--- config.mk ---
export PLATFORM = sky130hd
export DESIGN_NAME = lpm_rst_ctrl
export DESIGN_NICKNAME = d
export VERILOG_FILES = /design/src/rtl/lpm_pkg.sv /design/src/rtl/lpm_cycle_tick.sv /design/src/rtl/lpm_rst_qual.sv /design/src/rtl/lpm_mode_fsm.sv /design/src/rtl/lpm_pin_force.sv /design/src/rtl/lpm_rst_ctrl.sv
export SDC_FILE = /design/constraint.sdc
export NUM_CORES = 1
export LEC_CHECK = 0
export BUFFER_PORTS_ARGS = -buffer_cell sky130_fd_sc_hd__buf_2
export CORE_AREA = 2 2 39 41
export CTS_CLUSTER_SIZE = 28
export DETAILED_ROUTE_END_ITERATION = 10
export DIE_AREA = 0 0 41 43
export GPL_ROUTABILITY_DRIVEN = 1
export HOLD_SLACK_MARGIN = 0.02
export PLACE_DENSITY = 0.79
export SYNTH_ARGS = -nofsm -noshare
export SYNTH_HDL_FRONTEND = slang
export SYNTH_SLANG_ARGS = --single-unit
--- constraint.sdc ---
create_clock -name clk -period 4.2 [get_ports clk]
set_input_delay 0.42 -clock clk [delete_from_list [all_inputs] [get_ports clk]]
set_output_delay 0.42 -clock clk [all_outputs]
set_load 0.1 [all_outputs]
--- src/rtl/lpm_pkg.sv ---
package lpm_pkg;
   typedef enum logic [1:0] {
      PM_RUN  = 2'd0,
      PM_IDLE = 2'd1,
      PM_DOWN = 2'd2,
      PM_WAKE = 2'd3
   } pm_state_t;
endpackage

--- src/rtl/lpm_cycle_tick.sv ---
module lpm_cycle_tick #(
   parameter int CYC_LEN = 12
) (
   input  logic clk,
   input  logic por_n,
   output logic tick
);
   localparam int CW = (CYC_LEN > 1) ? $clog2(CYC_LEN) : 1;
   localparam logic [CW-1:0] LAST = CW'(CYC_LEN - 1);

   generate
      if (CYC_LEN < 2) begin : g_bad_len
         $error("lpm_cycle_tick: CYC_LEN must be at least 2");
      end
   endgenerate

   logic [CW-1:0] cnt;

   always_ff @(posedge clk or negedge por_n) begin
      if (!por_n)           cnt <= '0;
      else if (cnt == LAST) cnt <= '0;
      else                  cnt <= cnt + 1'b1;
   end

   assign tick = (cnt == LAST);

   // the strobe never lasts two clocks
   p_tick_single_r3: assert property (@(posedge clk) disable iff (!por_n)
      tick |=> !tick);
endmodule

--- src/rtl/lpm_rst_qual.sv ---
module lpm_rst_qual #(
   parameter int SYNC_STAGES = 2,
   parameter int HOLD_CYC    = 2
) (
   input  logic clk,
   input  logic por_n,
   input  logic tick,
   input  logic rst_pin,
   output logic rst_seen,
   output logic rst_drop,
   output logic int_rst
);
   localparam int HW = $clog2(HOLD_CYC + 1);
   localparam logic [HW-1:0] HOLD_MAX = HW'(HOLD_CYC);
   localparam logic [HW-1:0] HOLD_PRE = HW'(HOLD_CYC - 1);

   generate
      if (HOLD_CYC < 1) begin : g_bad_hold
         $error("lpm_rst_qual: HOLD_CYC must be at least 1");
      end
   endgenerate

   logic pin_s;

   generate
      if (SYNC_STAGES == 0) begin : g_nosync
         assign pin_s = rst_pin;
      end else begin : g_sync
         logic [SYNC_STAGES-1:0] sh;
         always_ff @(posedge clk or negedge por_n) begin
            if (!por_n) sh <= '0;
            else begin
               sh[0] <= rst_pin;
               for (int i = 1; i < SYNC_STAGES; i++) sh[i] <= sh[i-1];
            end
         end
         assign pin_s = sh[SYNC_STAGES-1];
      end
   endgenerate

   logic [HW-1:0] hi_cnt;
   logic          rst_q;

   assign rst_seen = tick & pin_s;
   assign rst_drop = tick & ~pin_s;

   always_ff @(posedge clk or negedge por_n) begin
      if (!por_n) begin
         hi_cnt <= '0;
         rst_q  <= 1'b0;
      end else if (rst_seen) begin
         if (hi_cnt != HOLD_MAX) hi_cnt <= hi_cnt + 1'b1;
         if (hi_cnt >= HOLD_PRE) rst_q <= 1'b1;
      end else if (rst_drop) begin
         hi_cnt <= '0;
         rst_q  <= 1'b0;
      end
   end

   assign int_rst = rst_q;

   // reset rises only on a high sample
   p_rst_rise_r1: assert property (@(posedge clk) disable iff (!por_n)
      $rose(int_rst) |-> $past(rst_seen));
   // reset falls only on a low sample
   p_rst_fall_r2: assert property (@(posedge clk) disable iff (!por_n)
      $fell(int_rst) |-> $past(rst_drop));
endmodule

--- src/rtl/lpm_mode_fsm.sv ---
module lpm_mode_fsm
   import lpm_pkg::*;
(
   input  logic      clk,
   input  logic      por_n,
   input  logic      int_rst,
   input  logic      rst_seen,
   input  logic      rst_drop,
   input  logic      mode_we,
   input  logic      mode_idle_set,
   input  logic      mode_pd_set,
   input  logic      irq_pend,
   output pm_state_t state
);
   pm_state_t nxt;

   always_comb begin
      nxt = state;
      if (int_rst) nxt = PM_RUN;
      else begin
         unique case (state)
            PM_RUN: begin
               if (mode_we && mode_pd_set)        nxt = PM_DOWN;
               else if (mode_we && mode_idle_set) nxt = PM_IDLE;
            end
            PM_IDLE: begin
               if (rst_seen)      nxt = PM_WAKE;
               else if (irq_pend) nxt = PM_RUN;
            end
            PM_DOWN: nxt = PM_DOWN;
            PM_WAKE: if (rst_drop) nxt = PM_RUN;
            default: nxt = PM_RUN;
         endcase
      end
   end

   always_ff @(posedge clk or negedge por_n) begin
      if (!por_n) state <= PM_RUN;
      else        state <= nxt;
   end

   // deep sleep holds until qualified reset
   p_pd_hold_r7: assert property (@(posedge clk) disable iff (!por_n)
      (state == PM_DOWN && !int_rst) |=> state == PM_DOWN);
   // interrupt ends light sleep
   p_idle_irq_r6: assert property (@(posedge clk) disable iff (!por_n)
      (state == PM_IDLE && irq_pend && !rst_seen && !int_rst) |=> state == PM_RUN);
   // reset wake-up is only entered from light sleep
   p_wake_entry_r8: assert property (@(posedge clk) disable iff (!por_n)
      (state == PM_WAKE && $past(state) != PM_WAKE) |-> $past(state) == PM_IDLE);
   // qualified reset always lands in running
   p_reset_run_r11: assert property (@(posedge clk) disable iff (!por_n)
      int_rst |=> state == PM_RUN);
endmodule

--- src/rtl/lpm_pin_force.sv ---
module lpm_pin_force
   import lpm_pkg::*;
(
   input  pm_state_t state,
   input  logic      ext_code,
   output logic      pin_hold,
   output logic      ale_lvl,
   output logic      psen_lvl,
   output logic      p0_float,
   output logic      p2_addr
);
   logic light, deep;

   assign light    = (state == PM_IDLE);
   assign deep     = (state == PM_DOWN);
   assign pin_hold = light | deep;
   assign ale_lvl  = light;
   assign psen_lvl = light;
   assign p0_float = pin_hold & ext_code;
   assign p2_addr  = light & ext_code;
endmodule

--- src/rtl/lpm_rst_ctrl.sv ---
module lpm_rst_ctrl
   import lpm_pkg::*;
#(
   parameter int CYC_LEN     = 12,
   parameter int HOLD_CYC    = 2,
   parameter int SYNC_STAGES = 2
) (
   input  logic clk,
   input  logic por_n,
   input  logic rst_pin,
   input  logic mode_we,
   input  logic mode_idle_set,
   input  logic mode_pd_set,
   input  logic irq_pend,
   input  logic ext_code,
   output logic mcyc_tick,
   output logic int_rst,
   output logic cpu_clk_en,
   output logic per_clk_en,
   output logic osc_stop,
   output logic ram_wr_block,
   output logic mode_idle,
   output logic mode_pd,
   output logic pin_hold,
   output logic ale_lvl,
   output logic psen_lvl,
   output logic p0_float,
   output logic p2_addr
);
   logic      rst_seen, rst_drop;
   pm_state_t state;

   lpm_cycle_tick #(.CYC_LEN(CYC_LEN)) u_tick (
      .clk(clk), .por_n(por_n), .tick(mcyc_tick));

   lpm_rst_qual #(.SYNC_STAGES(SYNC_STAGES), .HOLD_CYC(HOLD_CYC)) u_qual (
      .clk(clk), .por_n(por_n), .tick(mcyc_tick), .rst_pin(rst_pin),
      .rst_seen(rst_seen), .rst_drop(rst_drop), .int_rst(int_rst));

   lpm_mode_fsm u_fsm (
      .clk(clk), .por_n(por_n), .int_rst(int_rst), .rst_seen(rst_seen),
      .rst_drop(rst_drop), .mode_we(mode_we), .mode_idle_set(mode_idle_set),
      .mode_pd_set(mode_pd_set), .irq_pend(irq_pend), .state(state));

   lpm_pin_force u_pins (
      .state(state), .ext_code(ext_code), .pin_hold(pin_hold),
      .ale_lvl(ale_lvl), .psen_lvl(psen_lvl), .p0_float(p0_float),
      .p2_addr(p2_addr));

   assign cpu_clk_en   = (state == PM_RUN) || (state == PM_WAKE);
   assign per_clk_en   = (state != PM_DOWN);
   assign osc_stop     = (state == PM_DOWN);
   assign ram_wr_block = (state == PM_WAKE);
   assign mode_idle    = (state == PM_IDLE) || (state == PM_WAKE);
   assign mode_pd      = (state == PM_DOWN);

   // pins are only forced while the processor is stopped
   p_sleep_pins_r9: assert property (@(posedge clk) disable iff (!por_n)
      pin_hold |-> !cpu_clk_en);
   // oscillator stop implies both clocks are gated
   p_pd_clocks_r7: assert property (@(posedge clk) disable iff (!por_n)
      osc_stop |-> (!per_clk_en && !cpu_clk_en));
endmodule

* Word level (Yosys, flattened, before mapping)
Cells that the tools add are included.
** Word-level totals
- Bits in registers :: 11
- Bits in latches :: 0
- Memory bits (writable) :: 0
- ROM bits :: 0
- Output and inout port bits :: 13
- Memories :: 0
** Cells by class
- Add/subtract/negate cells :: 2
- Multipliers :: 0
- Divide/modulo/power cells :: 0
- $lt $le $gt $ge :: 1
- Equal/unequal tests :: 11
- Shift operators :: 0
- Muxes and demuxes :: 13
- Bitwise logic cells :: 6
- Reduce and logical (&&, ||, !) cells :: 9
** Operator list (count)
- 2-bit two-way mux :: 8
- 2-bit case mux with 4 select lines :: 1
- 4-bit by 1-bit adder with 4-bit output, second input constant :: 1
- 1-bit bitwise AND :: 4
- 2-bit equality test, second input constant :: 2
- 4-bit equality test, second input constant :: 1
- 4-bit two-way mux :: 1
- 2-bit by 1-bit != test with 1-bit output, second input constant :: 2
- 2-bit != test, second input constant :: 2
- 4-bit by 1-bit != test with 1-bit output, second input constant :: 1
- 4-bit != test, second input constant :: 1
- 2-bit AND reduction :: 2
- 1-bit two-way mux :: 3
- 3-bit by 1-bit != test with 1-bit output, second input constant :: 1
- 3-bit AND reduction :: 1
- 2-bit by 1-bit adder with 2-bit output, second input constant :: 1
- 2-bit by 1-bit equality test with 1-bit output, second input constant :: 1
- 2-bit by 1-bit >= comparator with 1-bit output, second input constant :: 1
- 1-bit logical AND :: 2
- 2-bit zero test :: 1
- 1-bit logical OR :: 2
- 2-bit nonzero test :: 1
- 1-bit inverter :: 1
- 1-bit OR :: 1

* Longest topological paths before layout
- Depth after elaboration :: 5
- Depth in mapped cells :: 6
- Mapped depth without buffers :: 6

* By module
A second synthesis with hierarchy kept.
** Second synthesis, totals
- Cells, all modules :: 59
- Area, all modules :: 650.6 um2
** Modules (own cells, without submodules)
- lpm_rst_qual :: times used 1, cells each 20, area an instance 236.5 um2, seq. area each 125.1 um2
- lpm_cycle_tick :: times used 1, cells each 14, area an instance 173.9 um2, seq. area each 100.1 um2
- lpm_mode_fsm :: times used 1, cells each 10, area an instance 117.6 um2, seq. area each 50.0 um2
- lpm_rst_ctrl :: times used 1, cells each 9, area an instance 75.1 um2, seq. area each 0.0 um2
- lpm_pin_force :: times used 1, cells each 6, area an instance 47.5 um2, seq. area each 0.0 um2

* Worst setup path before layout
Ideal clock, no wire load.
- Path type :: reg2out
- Start :: register u_fsm.state[1]
- End :: output port p2_addr
- Arrival :: 2.238 ns
- Required time :: 3.780 ns
- Slack :: 1.542 ns
- Cell stages (with the launch flop) :: 4
- Cell sequence :: dfrtp_1 -> inv_1 -> ha_1 -> and2_1
** On the way
- Longest elaborated chain between the ends :: 2
** RTL lines
- start: declaration :: line lpm_mode_fsm.sv:13 : output pm_state_t state
- start signal: assignment :: line lpm_mode_fsm.sv:39 : else state <= nxt;
- 2-bit by 1-bit equality test with 1-bit output :: line lpm_pin_force.sv:14 : assign light = (state == PM_IDLE);
- named net ale_lvl :: line lpm_rst_ctrl.sv:25 : output logic ale_lvl,
- 1-bit bitwise AND :: line lpm_pin_force.sv:20 : assign p2_addr = light & ext_code;
- end: declaration :: line lpm_rst_ctrl.sv:28 : output logic p2_addr
The timed path passes the listed nets, and every way through them passes these cells.

* Worst setup path after layout
- Start :: register u_tick.cnt[0]
- End :: output port mcyc_tick
** On the way
- Longest elaborated chain between the ends :: 1
** RTL lines
- start: declaration :: line lpm_cycle_tick.sv:17 : logic [CW-1:0] cnt;
- start signal: assignment :: line lpm_cycle_tick.sv:22 : else cnt <= cnt + 1'b1;
- 4-bit equality test :: line lpm_cycle_tick.sv:25 : assign tick = (cnt == LAST);
- end: declaration :: line lpm_rst_ctrl.sv:16 : output logic mcyc_tick,
No other way between the ends.

==> reports/qor.csv <==
metric,value,unit
grt_pass1_vias,484,
final_cell_mix,"buf_2 (20), dfrtp_1 (11), inv_1 (10), ha_1 (8), o21ai_0 (4)",
cts.sinks,11,
routed_wl,1150,µm
layoutNonFillerInstCount,105,
synth.avg_cell_area,10.1,µm²
crit_type,flip-flop to output pin,
start_util,0.482,
vias,521,
overflow,0,
max_slew.worst_pin.slew,0.486,ns
ys_ff_latch,11,
synth_area_leaders,"dfrtp_1 (41%), ha_1 (15%), inv_1 (5.6%), nand3b_4 (3.0%), o21ai_0 (3.0%)",
core-area,1380,µm²
clock_skew,0.00474,ns
status,completed,
numCtsBuffers,3,
fin_crit,2.09,ns
fp-row-count,14,
die_area,1760,µm²
port_buffers,20,
die_h,43,µm
synth_cell_types,27,
crit_arrival,1.67,ns
grt_use_total,0.152,
antenna_cells,0,
clk_latency,0.26,ns
vias_per_cell,4.96,
worst-path-buf-inv,2,
critPathLaunchType,flip-flop,
cts_tree,built,
htreeDepth,1,
cts_buffer_depth,2,
dp.cells,100,
hold_slack,0.268,ns
first_iter_violations,5,
crit_chain,ha_1 > nand3b_4 > inv_1 > buf_2,
cp_top_family,buffers and inverters,
cts_resized,0,
grt_pass1_wl,1810,µm
cpMaxStageDelayCell,buf_2,
cp.required,3.78,ns
slew_headroom,0.678,
dpl.hpwl,933,µm
dr.pass1.iters,3,
synthCells,66,
netlist_area,667,µm²
rsz0062_at_grt,no,
gp_congestion,0.704,
antenna_found_initial,0,
fin_setup_tns,0,ns
layout_commonest_cell,buf_2,
min_period_over_period,0.499,
timing.fmax,478,MHz
synth_seq_area_share,0.413,
hold_violations,0,
drive_gt1_frac,0.303,
slowest_delay,0.47,ns
syn2layout_area_growth,21.2,%
ant_nets,0,
grt_max_degree,12,
cap_violations,0,
setup_viol,0,
wl_per_cell,10.9,µm
synth_top_area_share,0.413,
end_kind,output pin,
cts_root_buffer,clkbuf_4,
clk_pin_slew,0.07,ns
hold_class,primary input to flip-flop,
synth_fp_nets,82,
nNetsFinal,106,
slew_viol_final,0,
path_max_fanout,7,
fp.dieW,41,µm
io_pins,21,
cts_hold_buffers,1,
post-cts-setup-buffers,0,
ys_warn_count,0,
drc,0,
yosysTopAreaCell,dfrtp_1,
==> stage by stage <==
| step | utilization | setup WS, ns | area [µm²] |
|---|---|---|---|
| finish | 0.584 | 2.11 | 808 |
| global route | 0.584 | 2.03 | 808 |
| CTS | 0.584 | 2.09 | 808 |
| detailed placement | 0.558 | 2.37 | 772 |
| global placement | 0.558 | 2.39 | 772 |
| floorplan | - | 1.54 | 667 |
==> routing by layer <==
metal	wire [µm]	vias up	track usage
met2	535	16	0.241
met4	0	0	0.0800
met1	540	234	0.184
li1	-	271	-
met3	69	0	0.0314
met5	0	-	0
==> sequential cells by signal (all words and copies together), names as in the netlist <==
signal,cells
u_tick.cnt,4
u_fsm.state,2
u_qual.g_sync.sh,2
u_qual.hi_cnt,2
u_qual.int_rst,1
==> area by class of cell <==
type / instances / area (µm²)
fill: 129 / 576
timing repair buffer: 21 / 110
inverter: 10 / 37.5
clock buffer: 4 / 26.3
tap: 16 / 20.0
sequential: 11 / 275
multi-input combinational: 43 / 339
==> synthesized netlist by cell type, drive strengths merged <==
cell and n:
a211o 2, a21boi 1, a21oi 2, a22oi 1, a311oi 1, a32o 1
a32oi 1, and2 3, buf 2, dfrtp 11, ha 8, inv 10
mux2 1, nand2 3, nand3b 1, nor2 3, nor2b 1, nor3 1
nor3b 1, o211ai 1, o21ai 4, o22ai 2, o31ai 1, or2 1
or2b 1, or3 1, xnor2 1
==> cell families after synthesis <==
group                      after synthesis  synth area share
DFF                                     11             0.413
adders and majority gates                8             0.150
and+or+nand+nor                         16             0.150
buffers and inverters                   12            0.0788
xor gates and xnor gates                 1            0.0131
AOI/OAI and AO/OA                       17             0.178
muxes                                    1            0.0169
==> worst paths after layout <==
kind | from | to | slack (ns) | cells past startpoint
worst max-delay path | u_tick.cnt[0]$_DFF_PN0_ | mcyc_tick | 2.11 | 4
worst min-delay path | rst_pin | u_qual.g_sync.sh[0]$_DFF_PN0_ | 0.27 | 1
worst max register to register | u_fsm.state[1]$_DFFE_PN0P_ | u_fsm.state[0]$_DFFE_PN0P_ | 2.43 | 6
worst min register to register | u_qual.g_sync.sh[0]$_DFF_PN0_ | u_qual.g_sync.sh[1]$_DFF_PN0_ | 0.35 | 0
max in group asynchronous | por_n | u_tick.cnt[2]$_DFF_PN0_ | 3.45 | 2
min in group asynchronous | por_n | u_fsm.state[0]$_DFFE_PN0P_ | 0.55 | 2
Power is left out: the tool's default activity adds up to more than one toggle a clock period on the data nets, which glitch-free logic cannot reach.
